[src/rtl/cst_pkg.sv]
package cst_pkg;

  localparam int NIB_W    = 4;
  localparam int BYTE_W   = 2 * NIB_W;
  localparam int PPS_BITS = 3;
  localparam int MULT_W   = 2;
  localparam int TAG_W    = BYTE_W - MULT_W;

  localparam logic [BYTE_W-1:0] SYNC_CHAR  = 8'h3B;
  localparam logic [BYTE_W-1:0] START_CHAR = 8'hFF;
  localparam logic [TAG_W-1:0]  ACK_TAG    = 6'b100101;

  typedef enum logic [4:0] {
    ST_SYNC, ST_FMT, ST_IA, ST_IB, ST_IC, ST_ID, ST_HIST, ST_CHK,
    ST_QSTART, ST_Q0, ST_Q1, ST_Q2, ST_Q3, ST_QEND,
    ST_RSTART, ST_R0, ST_R1, ST_R2, ST_R3, ST_REND,
    ST_DONE
  } st_e;

  typedef struct packed {
    logic [NIB_W-1:0] hi;
    logic [NIB_W-1:0] lo;
  } nib_pair_t;

  typedef struct packed {
    logic              ok;
    logic [MULT_W-1:0] code;
  } ack_t;

  function automatic nib_pair_t split_byte(input logic [BYTE_W-1:0] b);
    nib_pair_t r;
    r.hi = b[BYTE_W-1:NIB_W];
    r.lo = b[NIB_W-1:0];
    return r;
  endfunction

  function automatic ack_t decode_ack(input logic [BYTE_W-1:0] b);
    ack_t r;
    r.ok   = (b[BYTE_W-1:MULT_W] == ACK_TAG);
    r.code = b[MULT_W-1:0];
    return r;
  endfunction

  // 1 when the state has to wait for a character, 0 when it passes in one clock
  function automatic logic st_needs(input st_e s, input logic [NIB_W-1:0] pres,
                                    input logic [NIB_W-1:0] hcnt, input logic chk,
                                    input logic [PPS_BITS-1:0] pm);
    logic r;
    case (s)
      ST_IA:   r = pres[0];
      ST_IB:   r = pres[1];
      ST_IC:   r = pres[2];
      ST_ID:   r = pres[3];
      ST_HIST: r = (hcnt != '0);
      ST_CHK:  r = chk;
      ST_Q1:   r = pm[0];
      ST_Q2:   r = pm[1];
      ST_Q3:   r = pm[2];
      ST_R2:   r = pm[1];
      ST_R3:   r = pm[2];
      default: r = 1'b1;
    endcase
    return r;
  endfunction

  function automatic st_e skip_next(input st_e s);
    st_e r;
    case (s)
      ST_IA:   r = ST_IB;
      ST_IB:   r = ST_IC;
      ST_IC:   r = ST_ID;
      ST_ID:   r = ST_HIST;
      ST_HIST: r = ST_CHK;
      ST_CHK:  r = ST_QSTART;
      ST_Q1:   r = ST_Q2;
      ST_Q2:   r = ST_Q3;
      ST_Q3:   r = ST_QEND;
      ST_R2:   r = ST_R3;
      ST_R3:   r = ST_REND;
      default: r = s;
    endcase
    return r;
  endfunction

endpackage

[src/rtl/cst_hold.sv]
module cst_hold #(
  parameter int W = 8
) (
  input  logic         clk,
  input  logic         rst_n,
  input  logic         stb,
  input  logic [W-1:0] din,
  input  logic         take,
  output logic         cur_vld,
  output logic [W-1:0] cur_val
);

  logic         held_q;
  logic [W-1:0] hval_q;

  assign cur_vld = held_q | stb;
  assign cur_val = held_q ? hval_q : din;

  always_ff @(posedge clk or negedge rst_n) begin
    if (!rst_n) begin
      held_q <= 1'b0;
      hval_q <= '0;
    end else if (held_q) begin
      if (take) begin
        held_q <= stb;
        if (stb) hval_q <= din;
      end
    end else if (stb && !take) begin
      held_q <= 1'b1;
      hval_q <= din;
    end
  end

  AST_HOLD_KEEP: assert property (@(posedge clk) disable iff (!rst_n)
    (held_q && !take) |=> (held_q && $stable(hval_q)));
  AST_HOLD_CATCH: assert property (@(posedge clk) disable iff (!rst_n)
    (stb && !held_q && !take) |=> (held_q && hval_q == $past(din)));
  AST_HOLD_CHAIN: assert property (@(posedge clk) disable iff (!rst_n)
    (held_q && take && stb) |=> (held_q && hval_q == $past(din)));

endmodule

[src/rtl/cst_walk.sv]
module cst_walk
  import cst_pkg::*;
(
  input  logic              clk,
  input  logic              rst_n,
  input  logic              in_vld,
  input  logic [BYTE_W-1:0] in_val,
  output logic              take,
  output logic              cap_en,
  output logic [MULT_W-1:0] cap_code,
  output logic              fire,
  output logic              done
);

  st_e                 st_q, st_n;
  logic [NIB_W-1:0]    pres_q, pres_n;
  logic [NIB_W-1:0]    hcnt_q, hcnt_n;
  logic                chk_q, chk_n;
  logic [PPS_BITS-1:0] pm_q, pm_n;
  logic                need;
  logic                skip_evt;
  nib_pair_t           sp;
  ack_t                ak;

  assign sp       = split_byte(in_val);
  assign ak       = decode_ack(in_val);
  assign need     = st_needs(st_q, pres_q, hcnt_q, chk_q, pm_q);
  assign take     = need & in_vld;
  assign skip_evt = ~need;
  assign cap_code = ak.code;
  assign done     = (st_q == ST_DONE);

  always_comb begin
    st_n   = st_q;
    pres_n = pres_q;
    hcnt_n = hcnt_q;
    chk_n  = chk_q;
    pm_n   = pm_q;
    cap_en = 1'b0;
    fire   = 1'b0;
    if (skip_evt) begin
      st_n = skip_next(st_q);
    end else if (in_vld) begin
      case (st_q)
        ST_SYNC:   st_n = (in_val == SYNC_CHAR) ? ST_FMT : ST_DONE;
        ST_FMT: begin
          pres_n = sp.hi;
          hcnt_n = sp.lo;
          st_n   = ST_IA;
        end
        ST_IA:     st_n = ST_IB;
        ST_IB:     st_n = ST_IC;
        ST_IC:     st_n = ST_ID;
        ST_ID: begin
          pres_n = sp.hi;
          if (sp.lo != '0) chk_n = 1'b1;
          st_n   = ST_IA;
        end
        ST_HIST:   hcnt_n = hcnt_q - 1'b1;
        ST_CHK:    st_n = ST_QSTART;
        ST_QSTART: st_n = (in_val == START_CHAR) ? ST_Q0 : ST_DONE;
        ST_Q0: begin
          pm_n = sp.hi[PPS_BITS-1:0];
          st_n = ST_Q1;
        end
        ST_Q1:     st_n = ST_Q2;
        ST_Q2:     st_n = ST_Q3;
        ST_Q3:     st_n = ST_QEND;
        ST_QEND:   st_n = ST_RSTART;
        ST_RSTART: st_n = (in_val == START_CHAR) ? ST_R0 : ST_DONE;
        ST_R0: begin
          if (!pm_q[0]) begin
            st_n = ST_DONE;
          end else begin
            pm_n = sp.hi[PPS_BITS-1:0];
            st_n = ST_R1;
          end
        end
        ST_R1: begin
          if (!ak.ok) begin
            st_n = ST_DONE;
          end else begin
            cap_en = 1'b1;
            st_n   = ST_R2;
          end
        end
        ST_R2:     st_n = ST_R3;
        ST_R3:     st_n = ST_REND;
        ST_REND: begin
          fire = 1'b1;
          st_n = ST_DONE;
        end
        default:   st_n = ST_DONE;
      endcase
    end
  end

  always_ff @(posedge clk or negedge rst_n) begin
    if (!rst_n) begin
      st_q   <= ST_SYNC;
      pres_q <= '0;
      hcnt_q <= '0;
      chk_q  <= 1'b0;
      pm_q   <= '0;
    end else begin
      st_q   <= st_n;
      pres_q <= pres_n;
      hcnt_q <= hcnt_n;
      chk_q  <= chk_n;
      pm_q   <= pm_n;
    end
  end

  AST_SYNC_ABORT: assert property (@(posedge clk) disable iff (!rst_n)
    (st_q == ST_SYNC && take && in_val != SYNC_CHAR) |=> (st_q == ST_DONE));
  AST_SKIP_FREE: assert property (@(posedge clk) disable iff (!rst_n)
    skip_evt |=> (st_q != $past(st_q)));
  AST_HIST_COUNT: assert property (@(posedge clk) disable iff (!rst_n)
    (st_q == ST_HIST && take) |=> (hcnt_q == $past(hcnt_q) - 1'b1));
  AST_REQ_NO_P1: assert property (@(posedge clk) disable iff (!rst_n)
    (st_q == ST_R0 && take && !pm_q[0]) |=> (st_q == ST_DONE));
  AST_ACK_ABORT: assert property (@(posedge clk) disable iff (!rst_n)
    (st_q == ST_R1 && take && !ak.ok) |=> (st_q == ST_DONE));
  AST_DONE_STICKY: assert property (@(posedge clk) disable iff (!rst_n)
    (st_q == ST_DONE) |=> (st_q == ST_DONE));

endmodule

[src/rtl/cst_speed.sv]
module cst_speed #(
  parameter int MW = 2
) (
  input  logic          clk,
  input  logic          rst_n,
  input  logic          cap_en,
  input  logic [MW-1:0] cap_code,
  input  logic          fire,
  output logic [MW-1:0] mult,
  output logic          sw
);

  always_ff @(posedge clk or negedge rst_n) begin
    if (!rst_n) begin
      mult <= '0;
      sw   <= 1'b0;
    end else begin
      sw <= fire;
      if (cap_en) mult <= cap_code;
    end
  end

  AST_ONE_SHOT: assert property (@(posedge clk) disable iff (!rst_n)
    sw |=> !sw);
  AST_MULT_HOLD: assert property (@(posedge clk) disable iff (!rst_n)
    !cap_en |=> $stable(mult));

endmodule

[src/rtl/card_speed_tracker.sv]
module card_speed_tracker
  import cst_pkg::*;
(
  input  logic              clk,
  input  logic              card_rst_n,
  input  logic              rx_stb,
  input  logic [BYTE_W-1:0] rx_byte,
  output logic              spd_switch,
  output logic [MULT_W-1:0] spd_mult,
  output logic              trk_done
);

  logic              cur_vld;
  logic [BYTE_W-1:0] cur_val;
  logic              take;
  logic              cap_en;
  logic [MULT_W-1:0] cap_code;
  logic              fire;

  cst_hold #(.W(BYTE_W)) i_hold (
    .clk     (clk),
    .rst_n   (card_rst_n),
    .stb     (rx_stb),
    .din     (rx_byte),
    .take    (take),
    .cur_vld (cur_vld),
    .cur_val (cur_val)
  );

  cst_walk i_walk (
    .clk      (clk),
    .rst_n    (card_rst_n),
    .in_vld   (cur_vld),
    .in_val   (cur_val),
    .take     (take),
    .cap_en   (cap_en),
    .cap_code (cap_code),
    .fire     (fire),
    .done     (trk_done)
  );

  cst_speed #(.MW(MULT_W)) i_speed (
    .clk      (clk),
    .rst_n    (card_rst_n),
    .cap_en   (cap_en),
    .cap_code (cap_code),
    .fire     (fire),
    .mult     (spd_mult),
    .sw       (spd_switch)
  );

  AST_SW_WITH_DONE: assert property (@(posedge clk) disable iff (!card_rst_n)
    spd_switch |-> trk_done);

endmodule

[config.mk]
export PLATFORM = sky130hd
export DESIGN_NAME = card_speed_tracker
export DESIGN_NICKNAME = d
export VERILOG_FILES = /design/src/rtl/cst_pkg.sv /design/src/rtl/cst_hold.sv /design/src/rtl/cst_walk.sv /design/src/rtl/cst_speed.sv /design/src/rtl/card_speed_tracker.sv
export SDC_FILE = /design/constraint.sdc
export NUM_CORES = 1
export LEC_CHECK = 0
export BUFFER_PORTS_ARGS = -buffer_cell sky130_fd_sc_hd__clkbuf_2
export CAP_MARGIN = 5
export CORE_MARGIN = 2
export CORE_UTILIZATION = 49
export CTS_CLUSTER_DIAMETER = 30
export DETAILED_ROUTE_END_ITERATION = 8
export GPL_ROUTABILITY_DRIVEN = 0
export PLACE_DENSITY = 0.69
export SLEW_MARGIN = 30
export SYNTH_ARGS = -nofsm -noshare
export SYNTH_HDL_FRONTEND = slang
export SYNTH_HIERARCHICAL = 1
export SYNTH_SLANG_ARGS = --single-unit
[constraint.sdc]
create_clock -name clk -period 2.59 [get_ports clk]
set_input_delay 0.518 -clock clk [delete_from_list [all_inputs] [get_ports clk]]
set_output_delay 0.518 -clock clk [all_outputs]
set_load 0.01 [all_outputs]
==> results of run 1 <==
==> synthesized netlist by cell type, types with 2 or more instances <==
| master | count | share of area, % |
|---|---|---|
| mux2_4 | 13 | 9.1 |
| mux2i_1 | 3 | 1.4 |
| nor3_1 | 11 | 2.6 |
| o22ai_1 | 4 | 1.2 |
| and3_1 | 5 | 1.5 |
| maj3_1 | 2 | 0.94 |
| o211ai_1 | 2 | 0.70 |
| a2bb2oi_1 | 2 | 0.82 |
| buf_4 | 2 | 0.70 |
| mux2_2 | 12 | 6.3 |
| nor4_1 | 3 | 0.88 |
| nand3b_1 | 4 | 1.4 |
| inv_1 | 8 | 1.4 |
| a21oi_1 | 10 | 2.3 |
| or2_2 | 2 | 0.59 |
| or3b_1 | 2 | 0.82 |
| a21o_1 | 3 | 1.1 |
| dfrtp_1 | 29 | 34 |
| nor4b_1 | 2 | 0.82 |
| mux2_1 | 2 | 1.1 |
| o21ai_0 | 11 | 2.6 |
| buf_6 | 2 | 1.1 |
| nor2_1 | 14 | 2.5 |
| nand2_1 | 15 | 2.6 |
| nand3_1 | 9 | 2.1 |
| a211oi_1 | 3 | 1.1 |
| o41ai_1 | 2 | 0.82 |
| nand2b_1 | 5 | 1.5 |
| clkbuf_1 | 8 | 1.4 |
| buf_2 | 4 | 0.94 |
| nor2b_1 | 4 | 1.2 |
==> registers in the layout, summed over array words and instances, names as in the netlist <==
| name | flops |
|---|---|
| i_speed/mult | 2 |
| i_speed/sw | 1 |
| i_walk/hcnt_q | 4 |
| i_walk/pm_q | 3 |
| i_walk/st_q | 5 |
| i_walk/chk_q | 1 |
| i_hold/held_q | 1 |
| i_walk/pres_q | 4 |
| i_hold/hval_q | 8 |
==> what timing repair did <==
action,in CTS,in global routing
setup endpoints to repair,0,12
setup buffers,0,1
resized for setup,0,4
==> worst paths after layout <==
check	start	endpoint	slack, ns	cells past startpoint
worst min-delay path	card_rst_n	i_walk/hcnt_q[1]$_DFFE_PN0P_	0.28	1
min in group clk	rx_byte[5]	i_hold/hval_q[5]$_DFFE_PN0P_	0.47	2
worst max-delay path	i_walk/st_q[3]$_DFFE_PN0P_	i_walk/pres_q[2]$_DFFE_PN0P_	0.07	9
worst min register to register	i_walk/chk_q$_DFFE_PN0P_	i_walk/chk_q$_DFFE_PN0P_	0.47	2
worst max register to register	i_walk/st_q[3]$_DFFE_PN0P_	i_walk/pres_q[2]$_DFFE_PN0P_	0.07	9
max in group asynchronous	card_rst_n	i_walk/st_q[2]$_DFFE_PN0P_	1.80	1
==> cell usage in the layout (no fill, tap or decap), types with 2 or more instances in the layout <==
cell type / count
dfrtp_1: 28
buf_4: 24
nand2_1: 15
nor2_1: 14
clkbuf_2: 14
mux2_4: 13
mux2_2: 12
o21ai_0: 11
nor3_1: 11
a21oi_1: 10
nand3_1: 9
inv_1: 8
clkbuf_8: 5
and3_1: 5
nor2b_1: 4
nand3b_1: 4
o22ai_1: 4
nand2b_1: 4
nor4_1: 3
a211oi_1: 3
a21o_1: 3
mux2i_1: 3
or2_2: 2
maj3_1: 2
mux2_1: 2
nor4b_1: 2
or3b_1: 2
o211ai_1: 2
o41ai_1: 2
a2bb2oi_1: 2
==> routing by layer <==
metal | track usage (%) | part of all wire [%]
met2 | 36.51 | 46
met4 | 7.265 | 2.5
met1 | 32.48 | 46
met5 | 0 | 0
met3 | 3.608 | 6.1
==> cells by family (layout without fill, tap and decap cells) <==
family                     count (synthesis)  after routing  synth area share, %
buffers and inverters                     26             55                5.861
muxes                                     30             30                17.94
xor gates and xnor gates                   2              2                1.173
AOI/OAI and AO/OA                         49             49                16.18
and+or+nand+nor                           86             86                23.33
adders and majority gates                  3              3                1.524
DFF                                       29             29                34.00
==> report_power, final <==
part | internal (W) | switching, W
Combinational | 0.00107 | 0.00110
Sequential | 0.000655 | 0.000194
Clock | 0.000288 | 0.000198
Total | 0.00201 | 0.00149
==> stage by stage <==
step	setup TNS [ns]	area (um2)
final	0	2496
after global placement	0	2359
after detailed placement	0	2359
after CTS	0	2474
after floorplan	0	2142
after global routing	-0.04003	2496
==> layout make-up <==
type	instances	share of cell area [%]
Multi-Input combinational cell	170	52.28
Tap cell	52	2.607
Timing Repair Buffer	38	10.03
Clock inverter	3	1.855
Sequential cell	29	29.12
Clock buffer	5	2.757
Inverter	9	1.353
==> impl_metrics.py, run 1 <==
metrics = {
    "run_status": {
        "status": "completed",
    },
    "sta": {
        "hold-worst-slack_ns": 0.2753,
        "post-route-period-util_pct": 97.31,
        "period_minus_slack_ns": 2.520,
        "relSlewSlack_pct": 51.82,
        "rsz0062_at_grt": "true",
        "timing.fmax_mhz": 396.8,
        "worst_pin_slew_ns": 0.7227,
        "final_hold_viol_count": 0,
        "setup_ws_ns": 0.06975,
        "setup_viol": 0,
        "skew_ns": 0.005992,
        "slew_viol_final": 0,
    },
    "place": {
        "dp_cells": 297,
        "port-buffer-count": 14,
        "dpl.hpwl_mm": 3.897,
        "dpl_worst_slack_ns": 0.05991,
    },
    "floorplanning": {
        "die_w_um": 70,
        "pin_count": 15,
        "die_area_um2": 4900,
        "fp-row-count": 24,
        "start_util_pct": 50.06,
        "core_um2": 4264,
        "die_h_um": 70,
    },
    "critical_path": {
        "cpPeakStageDelay_ns": 0.41,
        "crit_buf_inv": 3,
        "required_ns": 2.76,
        "cp_top_family": "simple AND/OR/NAND/NOR gates",
        "crit_path_top_delay_cell": "dfrtp_1",
        "worst_setup_path_end_kind": "register",
        "crit_arrival_ns": 2.69,
        "path_common_cell": "buf_4",
        "worst-setup-path-type": "register to register",
        "path_cells": "buf_4 -> or3b_1 -> a21oi_2 -> a2111oi_4 -> and3_4 -> buf_4 -> nor4b_4 -> buf_4 -> mux2_4",
        "worst_setup_path_start_kind": "register",
        "cp_max_fo": 12,
    },
    "logic_synthesis": {
        "synth_enable_flop_cells": 0,
        "synth_area_um2": 2135,
        "syn-num-nets": 237,
        "synthFlopType": "dfrtp_1",
        "postSynthCellCount": 225,
        "synth-seq-cells": 29,
        "yosysWarnings": 6,
        "ys_seq_area_share_pct": 34.00,
        "synth.distinct_cells": 58,
        "synth_async_sr_flop_share_pct": 100.0,
        "syn_area_per_cell_um2": 9.487,
    },
    "global_route": {
        "grt_overflow_total": 0,
        "grt_pass1_wl_mm": 8.845,
        "grt_pass1_vias": 1750,
        "grtUsageTotal_pct": 23.07,
        "grt_max_degree": 30,
        "grt_antenna_before_repair": 0,
    },
    "drt": {
        "drtIter0Drc": 148,
        "routed_wl_mm": 5.327,
        "drcViolationCount": 0,
        "drt_first_pass_iters": 5,
        "final_antenna_net_count": 0,
        "avgViaCountPerCell": 6.059,
        "wl_per_cell_um": 17.41,
        "num_vias": 1854,
    },
    "clocking": {
        "clk_pin_slew_ns": 0.07,
        "cts_max_path_buffers": 2,
        "cts_hold_buf": 0,
        "htreeDepth": 2,
        "insertion_delay_ns": 0.29,
        "cts_sinks": 29,
        "numCtsBuffers": 5,
        "cts_root_buf": "clkbuf_8",
        "cts_tree": "built",
    },
    "cells_and_area": {
        "drive_gt1_share_pct": 33.86,
        "n_fill_cell": 377,
        "nets": 265,
        "syn_to_final_growth_pct": 16.94,
        "final_core_util_pct": 58.54,
        "final-seq-area_um2": 726.9,
        "stdcell_count": 306,
        "multi_input_area_um2": 1305,
        "antennaDiodeCount": 0,
    },
    "min_path": {
        "hp-class": "primary input to asynchronous set/reset pin",
    },
    "flow_run": {
        "drv_cap": 0,
    },
    "power_and_ir_drop": {
        "power.leakage_nw": 1.128,
        "power_density_nw_per_um2": 1403,
        "irDropWorstVdd_v": 0.0006161,
        "p_total_w": 0.003502,
    },
}
Note: power is estimated with default switching activity, not from simulation.
==> inputs of run 2 (changes only) <==
Settings changed: CORE_UTILIZATION 49 to 30, PLACE_DENSITY 0.69 to unset, RECOVER_POWER set to 50.
==> run 2 against run 1 <==
Net effect:
- the flow now finishes with violations (max-capacitance violations, max-slew violations)
- wire length increased by 2.9%
- design area rose by 4.1%
- combinational power is 4% higher
- register-to-register slack improved by 0.02 ns
- first-iteration DRC count rose by 3.4%
- critical path type unchanged
- critical endpoint is now i_walk/pres_q[1]$_DFFE_PN0P_
- largest power group unchanged
==> impl_metrics.py, run 2 (synthesis results as in run 1) <==
metrics = {
    "floorplanning": {
        "die_h_um": 88.35,
        "pin_count": 15,
        "start_util_pct": 31.25,
        "die_area_um2": 7806,
        "core_um2": 6832,
        "die_w_um": 88.35,
        "fp-row-count": 30,
    },
    "critical_path": {
        "rrSetupSlack_ns": 0.09,
        "worst-setup-path-type": "register to register",
        "endpoint": "i_walk/pres_q[1]$_DFFE_PN0P_",
        "crit_path_top_delay_cell": "or3b_4",
        "worst_setup_path_start_kind": "register",
        "worst_r2r_endpoint": "i_walk/pres_q[1]$_DFFE_PN0P_",
        "rr_worst_depth": 9,
        "path_cells": "buf_4 -> or3b_4 -> nor3b_2 -> a2111oi_4 -> and3_4 -> buf_4 -> nor4b_4 -> buf_4 -> mux2_4",
        "cp_max_fo": 7,
        "r2r-start": "i_walk/st_q[3]$_DFFE_PN0P_",
        "cpPeakStageDelay_ns": 0.41,
        "required_ns": 2.75,
        "crit_arrival_ns": 2.66,
        "worst_setup_path_end_kind": "register",
        "path_common_cell": "buf_4",
        "startpoint": "i_walk/st_q[3]$_DFFE_PN0P_",
    },
    "place": {
        "dpl_worst_slack_ns": 0.002268,
        "place_area_um2": 2434,
        "port-buffer-count": 14,
        "dpl.hpwl_mm": 4.006,
    },
    "power_and_ir_drop": {
        "power.leakage_nw": 1.153,
        "power_density_nw_per_um2": 1388,
        "irDropWorstVdd_v": 0.0006203,
        "p_total_w": 0.003605,
    },
    "cells_and_area": {
        "final_cell_mix": "dfrtp_1, buf_4, nand2_1",
        "final_core_util_pct": 38.02,
        "syn_to_final_growth_pct": 21.69,
        "largest_register_ffs": 8,
        "nets": 269,
        "final_cell_area_um2": 2597,
        "n_fill_cell": 731,
        "regMostFlops": "i_hold/hval_q",
        "antennaDiodeCount": 0,
        "drive_gt1_share_pct": 34.88,
        "top_regs": "i_hold/hval_q x8, i_walk/st_q x5",
    },
    "sta": {
        "setup_viol": 0,
        "setup_ws_ns": 0.09054,
        "relSlewSlack_pct": -3.072,
        "skew_ns": 0.003009,
        "final_hold_viol_count": 0,
        "tns_ns": 0,
        "rsz0062_at_grt": "true",
        "period_minus_slack_ns": 2.499,
        "worst_pin_slew_ns": 1.546,
        "slew_viol_final": 30,
        "post-route-period-util_pct": 96.50,
        "timing.fmax_mhz": 400.1,
    },
    "clocking": {
        "insertion_delay_ns": 0.27,
        "htreeDepth": 2,
        "cts_max_path_buffers": 2,
        "cts_tree": "built",
        "cts_sinks": 29,
        "numCtsBuffers": 5,
        "clk_pin_slew_ns": 0.06,
        "cts_root_buf": "clkbuf_8",
        "cts_hold_buf": 0,
    },
    "global_route": {
        "grt_antenna_before_repair": 0,
        "grt_max_degree": 30,
        "grt_pass1_wl_mm": 9.073,
        "met1_usage_pct": 21.01,
        "grt_pass1_vias": 1851,
        "grt_overflow_total": 0,
        "grtUsageTotal_pct": 15.10,
        "grt-busiest-layer": "met2",
        "met3_usage_pct": 2.612,
        "met2_usage_pct": 23.10,
    },
    "drt": {
        "drt_first_pass_iters": 4,
        "drcViolationCount": 0,
        "avgViaCountPerCell": 5.294,
        "final_antenna_net_count": 0,
        "drtIter0Drc": 153,
        "routed_wl_mm": 5.480,
        "wl_per_cell_um": 15.48,
        "num_vias": 1874,
    },
    "min_path": {
        "hp-class": "primary input to register",
    },
    "flow_run": {
        "drv_cap": 1,
    },
    "run_status": {
        "violations": "max-capacitance violations, max-slew violations",
        "status": "finished with violations",
    },
}
==> run 2: cell count changes in the layout (fill, tap and decap cells not counted) <==
cell and change:
dfrtp_1 -1, clkinvlp_4 -1, clkinv_4 -1, clkbuf_2 -1
clkbuf_1 +2, buf_12 +1, buf_4 +3, or3b_4 +1
clkbuf_8 +1, or3b_1 -1, dfrtp_2 +1
==> run 2: power by group <==
part | total [W] | leakage (nW) | switching (W) | internal (W)
Combinational | 0.00226 | 0.745 | 0.00111 | 0.00115
Sequential | 0.000865 | 0.350 | 0.000208 | 0.000657
Clock | 0.000484 | 0.0585 | 0.000171 | 0.000313
Total | 0.00360 | 1.15 | 0.00149 | 0.00212
==> run 2: layer usage <==
layer  vias up  routed length, um
met1       920               2487
met4         0                 98
li1        885                  -
met3         6                356
met2        63               2536
met5         -                  0
==> run 2: timing repair <==
action / CTS / global route
resized for setup: 0 / 6
pin swaps: 1 / 5
buffers inserted: 1 / 3
endpoints found under the setup margin: 8 / 12
==> run 2: worst min-delay path by stage <==
stage / from / endpoint / slack (ns) / cells after the start
finish: rx_byte[4] / i_hold/hval_q[4]$_DFFE_PN0P_ / 0.49 / 2
global route: rx_byte[6] / i_hold/hval_q[6]$_DFFE_PN0P_ / 0.48 / 2
CTS: card_rst_n / i_walk/pres_q[3]$_DFFE_PN0P_ / 0.31 / 1
detailed placement: i_walk/chk_q$_DFFE_PN0P_ / i_walk/chk_q$_DFFE_PN0P_ / 0.47 / 2
global placement: i_walk/chk_q$_DFFE_PN0P_ / i_walk/chk_q$_DFFE_PN0P_ / 0.47 / 2
floorplan: card_rst_n / i_hold/held_q$_DFF_PN0_ / 0.22 / 0
==> run 2: cell type report <==
type / count / area, um2 / area share (%)
clock buffer: 7 / 86.33 / 3.324
clock inverter: 1 / 30.03 / 1.156
inverter: 9 / 33.78 / 1.301
multi-input combinational: 170 / 1308 / 50.34
sequential: 29 / 728.2 / 28.03
tap: 96 / 120.1 / 4.624
timing repair buffer: 42 / 291.5 / 11.22
==> run 2: critical path, delay by kind of cell (launching register included) <==
| kind | cells | cell delay, ns |
|---|---|---|
| AO/OA/AOI/OAI | 1 | 0.09 |
| buffers and inverters | 3 | 0.50 |
| AND/OR/NAND/NOR | 4 | 1.09 |
| multiplexers | 1 | 0.30 |
| flip-flops | 1 | 0.40 |
==> run 2: metrics by stage <==
stage                     hold slack [ns]  std cells
after floorplan                    0.2224        225
after global placement             0.4703        342
after detailed placement           0.4721        342
after CTS                          0.3131        351
after global routing               0.4791        354
final                              0.4869        354
==> inputs of run 3 (changes only) <==
Settings changed: CTS_BUF_LIST set to sky130_fd_sc_hd__clkbuf_8.
==> run 3 against run 2 <==
Net effect:
- the run still ends with max-capacitance violations, max-slew violations left
- first-iteration DRC count unchanged
- hold slack unchanged
- sequential cell count unchanged
- maximum frequency about the same
- design area unchanged
- global-route usage unchanged
- highest routed layer unchanged
- sequential power about the same
==> impl_metrics.py, run 3 (synthesis results as in run 1) <==
metrics = {
    "run_status": {
        "status": "finished with violations",
        "violations": "max-capacitance violations, max-slew violations",
    },
    "flow_run": {
        "drv_cap": 1,
    },
    "cells_and_area": {
        "regMostFlops": "i_hold/hval_q",
        "top_regs": "i_hold/hval_q x8, i_walk/st_q x5",
        "multi_input_area_um2": 1308,
        "stdcell_count": 354,
        "syn_to_final_growth_pct": 21.69,
        "antennaDiodeCount": 0,
        "largest_register_ffs": 8,
        "n_fill_cell": 731,
        "final_cell_mix": "dfrtp_1, buf_4, nand2_1",
        "drive_gt1_share_pct": 34.88,
        "nets": 269,
        "final-seq-area_um2": 728.2,
    },
    "sta": {
        "post-route-period-util_pct": 96.51,
        "slew_viol_final": 30,
        "rsz0062_at_grt": "true",
        "final_hold_viol_count": 0,
        "hold-worst-slack_ns": 0.4869,
        "period_minus_slack_ns": 2.499,
        "relSlewSlack_pct": -3.144,
        "timing.fmax_mhz": 400.1,
        "skew_ns": 0.003037,
        "setup_ws_ns": 0.09051,
        "worst_pin_slew_ns": 1.547,
        "setup_viol": 0,
    },
    "power_and_ir_drop": {
        "power.leakage_nw": 1.157,
        "irDropWorstVdd_v": 0.0006200,
        "power_density_nw_per_um2": 1386,
    },
    "clocking": {
        "cts_root_buf": "clkbuf_8",
        "htreeDepth": 2,
        "numCtsBuffers": 5,
        "clk_pin_slew_ns": 0.06,
        "cts_tree": "built",
        "insertion_delay_ns": 0.27,
        "cts_max_path_buffers": 2,
        "cts_sinks": 29,
    },
    "drt": {
        "routed_wl_mm": 5.475,
        "met3_length_um": 356,
        "num_vias": 1875,
        "avgViaCountPerCell": 5.297,
        "wl_met2_mm": 2.534,
        "wirelength_met1_mm": 2.485,
        "drtIter0Drc": 153,
        "drt_first_pass_iters": 4,
        "drcViolationCount": 0,
        "wl_per_cell_um": 15.47,
        "final_antenna_net_count": 0,
        "maxUsedRoutingLayer": "met4",
    },
    "place": {
        "dpl.hpwl_mm": 4.006,
        "dp_cells": 342,
        "dpl_worst_slack_ns": 0.002268,
        "port-buffer-count": 14,
    },
    "critical_path": {
        "startpoint": "i_walk/st_q[3]$_DFFE_PN0P_",
        "required_ns": 2.75,
        "cp_max_fo": 7,
        "rr_worst_depth": 9,
        "worst_setup_path_start_kind": "register",
        "endpoint": "i_walk/pres_q[1]$_DFFE_PN0P_",
        "worst_r2r_endpoint": "i_walk/pres_q[1]$_DFFE_PN0P_",
        "crit_arrival_ns": 2.66,
        "r2r-start": "i_walk/st_q[3]$_DFFE_PN0P_",
        "worst-setup-path-type": "register to register",
        "rrSetupSlack_ns": 0.09,
        "worst_setup_path_end_kind": "register",
    },
    "global_route": {
        "grt_overflow_total": 0,
        "grt_max_degree": 30,
        "grt_pass1_vias": 1851,
        "grt_pass1_wl_mm": 9.073,
        "grt_antenna_before_repair": 0,
        "grtUsageTotal_pct": 15.10,
    },
    "min_path": {
        "hp-class": "primary input to register",
        "holdPathStages": 2,
    },
    "floorplanning": {
        "pin_count": 15,
        "start_util_pct": 31.25,
        "die_w_um": 88.35,
        "fp-row-count": 30,
        "die_h_um": 88.35,
        "core_um2": 6832,
        "die_area_um2": 7806,
    },
}
-- run 3: cell types whose count changed in the layout (fill, tap and decap cells not counted), sizes merged --
cell / change
clkbuf: -1
inv: +1
-- run 3: what timing repair did --
action                                  4_1_cts  5_1_grt
buffers inserted                              1        3
endpoints found under the setup margin        8       12
pin swaps                                     1        5
hold buffers                                  0        0
resized for setup                             0        6
-- run 3: worst min-delay path by stage --
stage	from	endpoint
after floorplan	card_rst_n	i_hold/held_q$_DFF_PN0_
after global placement	i_walk/chk_q$_DFFE_PN0P_	i_walk/chk_q$_DFFE_PN0P_
after detailed placement	i_walk/chk_q$_DFFE_PN0P_	i_walk/chk_q$_DFFE_PN0P_
after CTS	card_rst_n	i_walk/pres_q[3]$_DFFE_PN0P_
after global routing	rx_byte[6]	i_hold/hval_q[6]$_DFFE_PN0P_
final	rx_byte[4]	i_hold/hval_q[4]$_DFFE_PN0P_
-- run 3: cell type report --
cell class | count | share of cell area (%)
clock buffers | 6 | 3.179
clock inverters | 2 | 1.301
inverters | 9 | 1.301
multi-input cells | 170 | 50.34
flip-flops and latches | 29 | 28.03
well taps | 96 | 4.624
repair buffers | 42 | 11.22
-- run 3: worst max-delay path, cell delays in order (launching register included) --
cell,delay [ns]
dfrtp_1,0.40
buf_4,0.17
or3b_4,0.41
nor3b_2,0.27
a2111oi_4,0.09
and3_4,0.17
buf_4,0.14
nor4b_4,0.24
buf_4,0.19
mux2_4,0.30
-- run 3: report_power, final --
part / leakage (nW) / total, W / internal (W) / switching [W]
clock network: 0.0626 / 0.000480 / 0.000309 / 0.000171
logic: 0.745 / 0.00226 / 0.00115 / 0.00111
registers: 0.350 / 0.000865 / 0.000657 / 0.000208
total: 1.16 / 0.00360 / 0.00211 / 0.00149
-- run 3: stage by stage --
stage | instance area, um2 | utilization (%) | setup TNS, ns | power [W]
finish | 2597 | 38.02 | 0 | 0.003601
global route | 2597 | 38.02 | -0.002145 | 0.003853
CTS | 2557 | 37.44 | 0 | 0.003521
detailed placement | 2434 | 35.62 | 0 | 0.002999
global placement | 2434 | 35.62 | 0 | 0.002985
floorplan | 2142 | - | 0 | 0.002391
-- run 3: per-layer routing --
metal | track usage [%] | vias up
met5 | 0 | -
met4 | 6.474 | 0
met3 | 2.612 | 6
met2 | 23.10 | 63
met1 | 21.01 | 921
li1 | - | 885
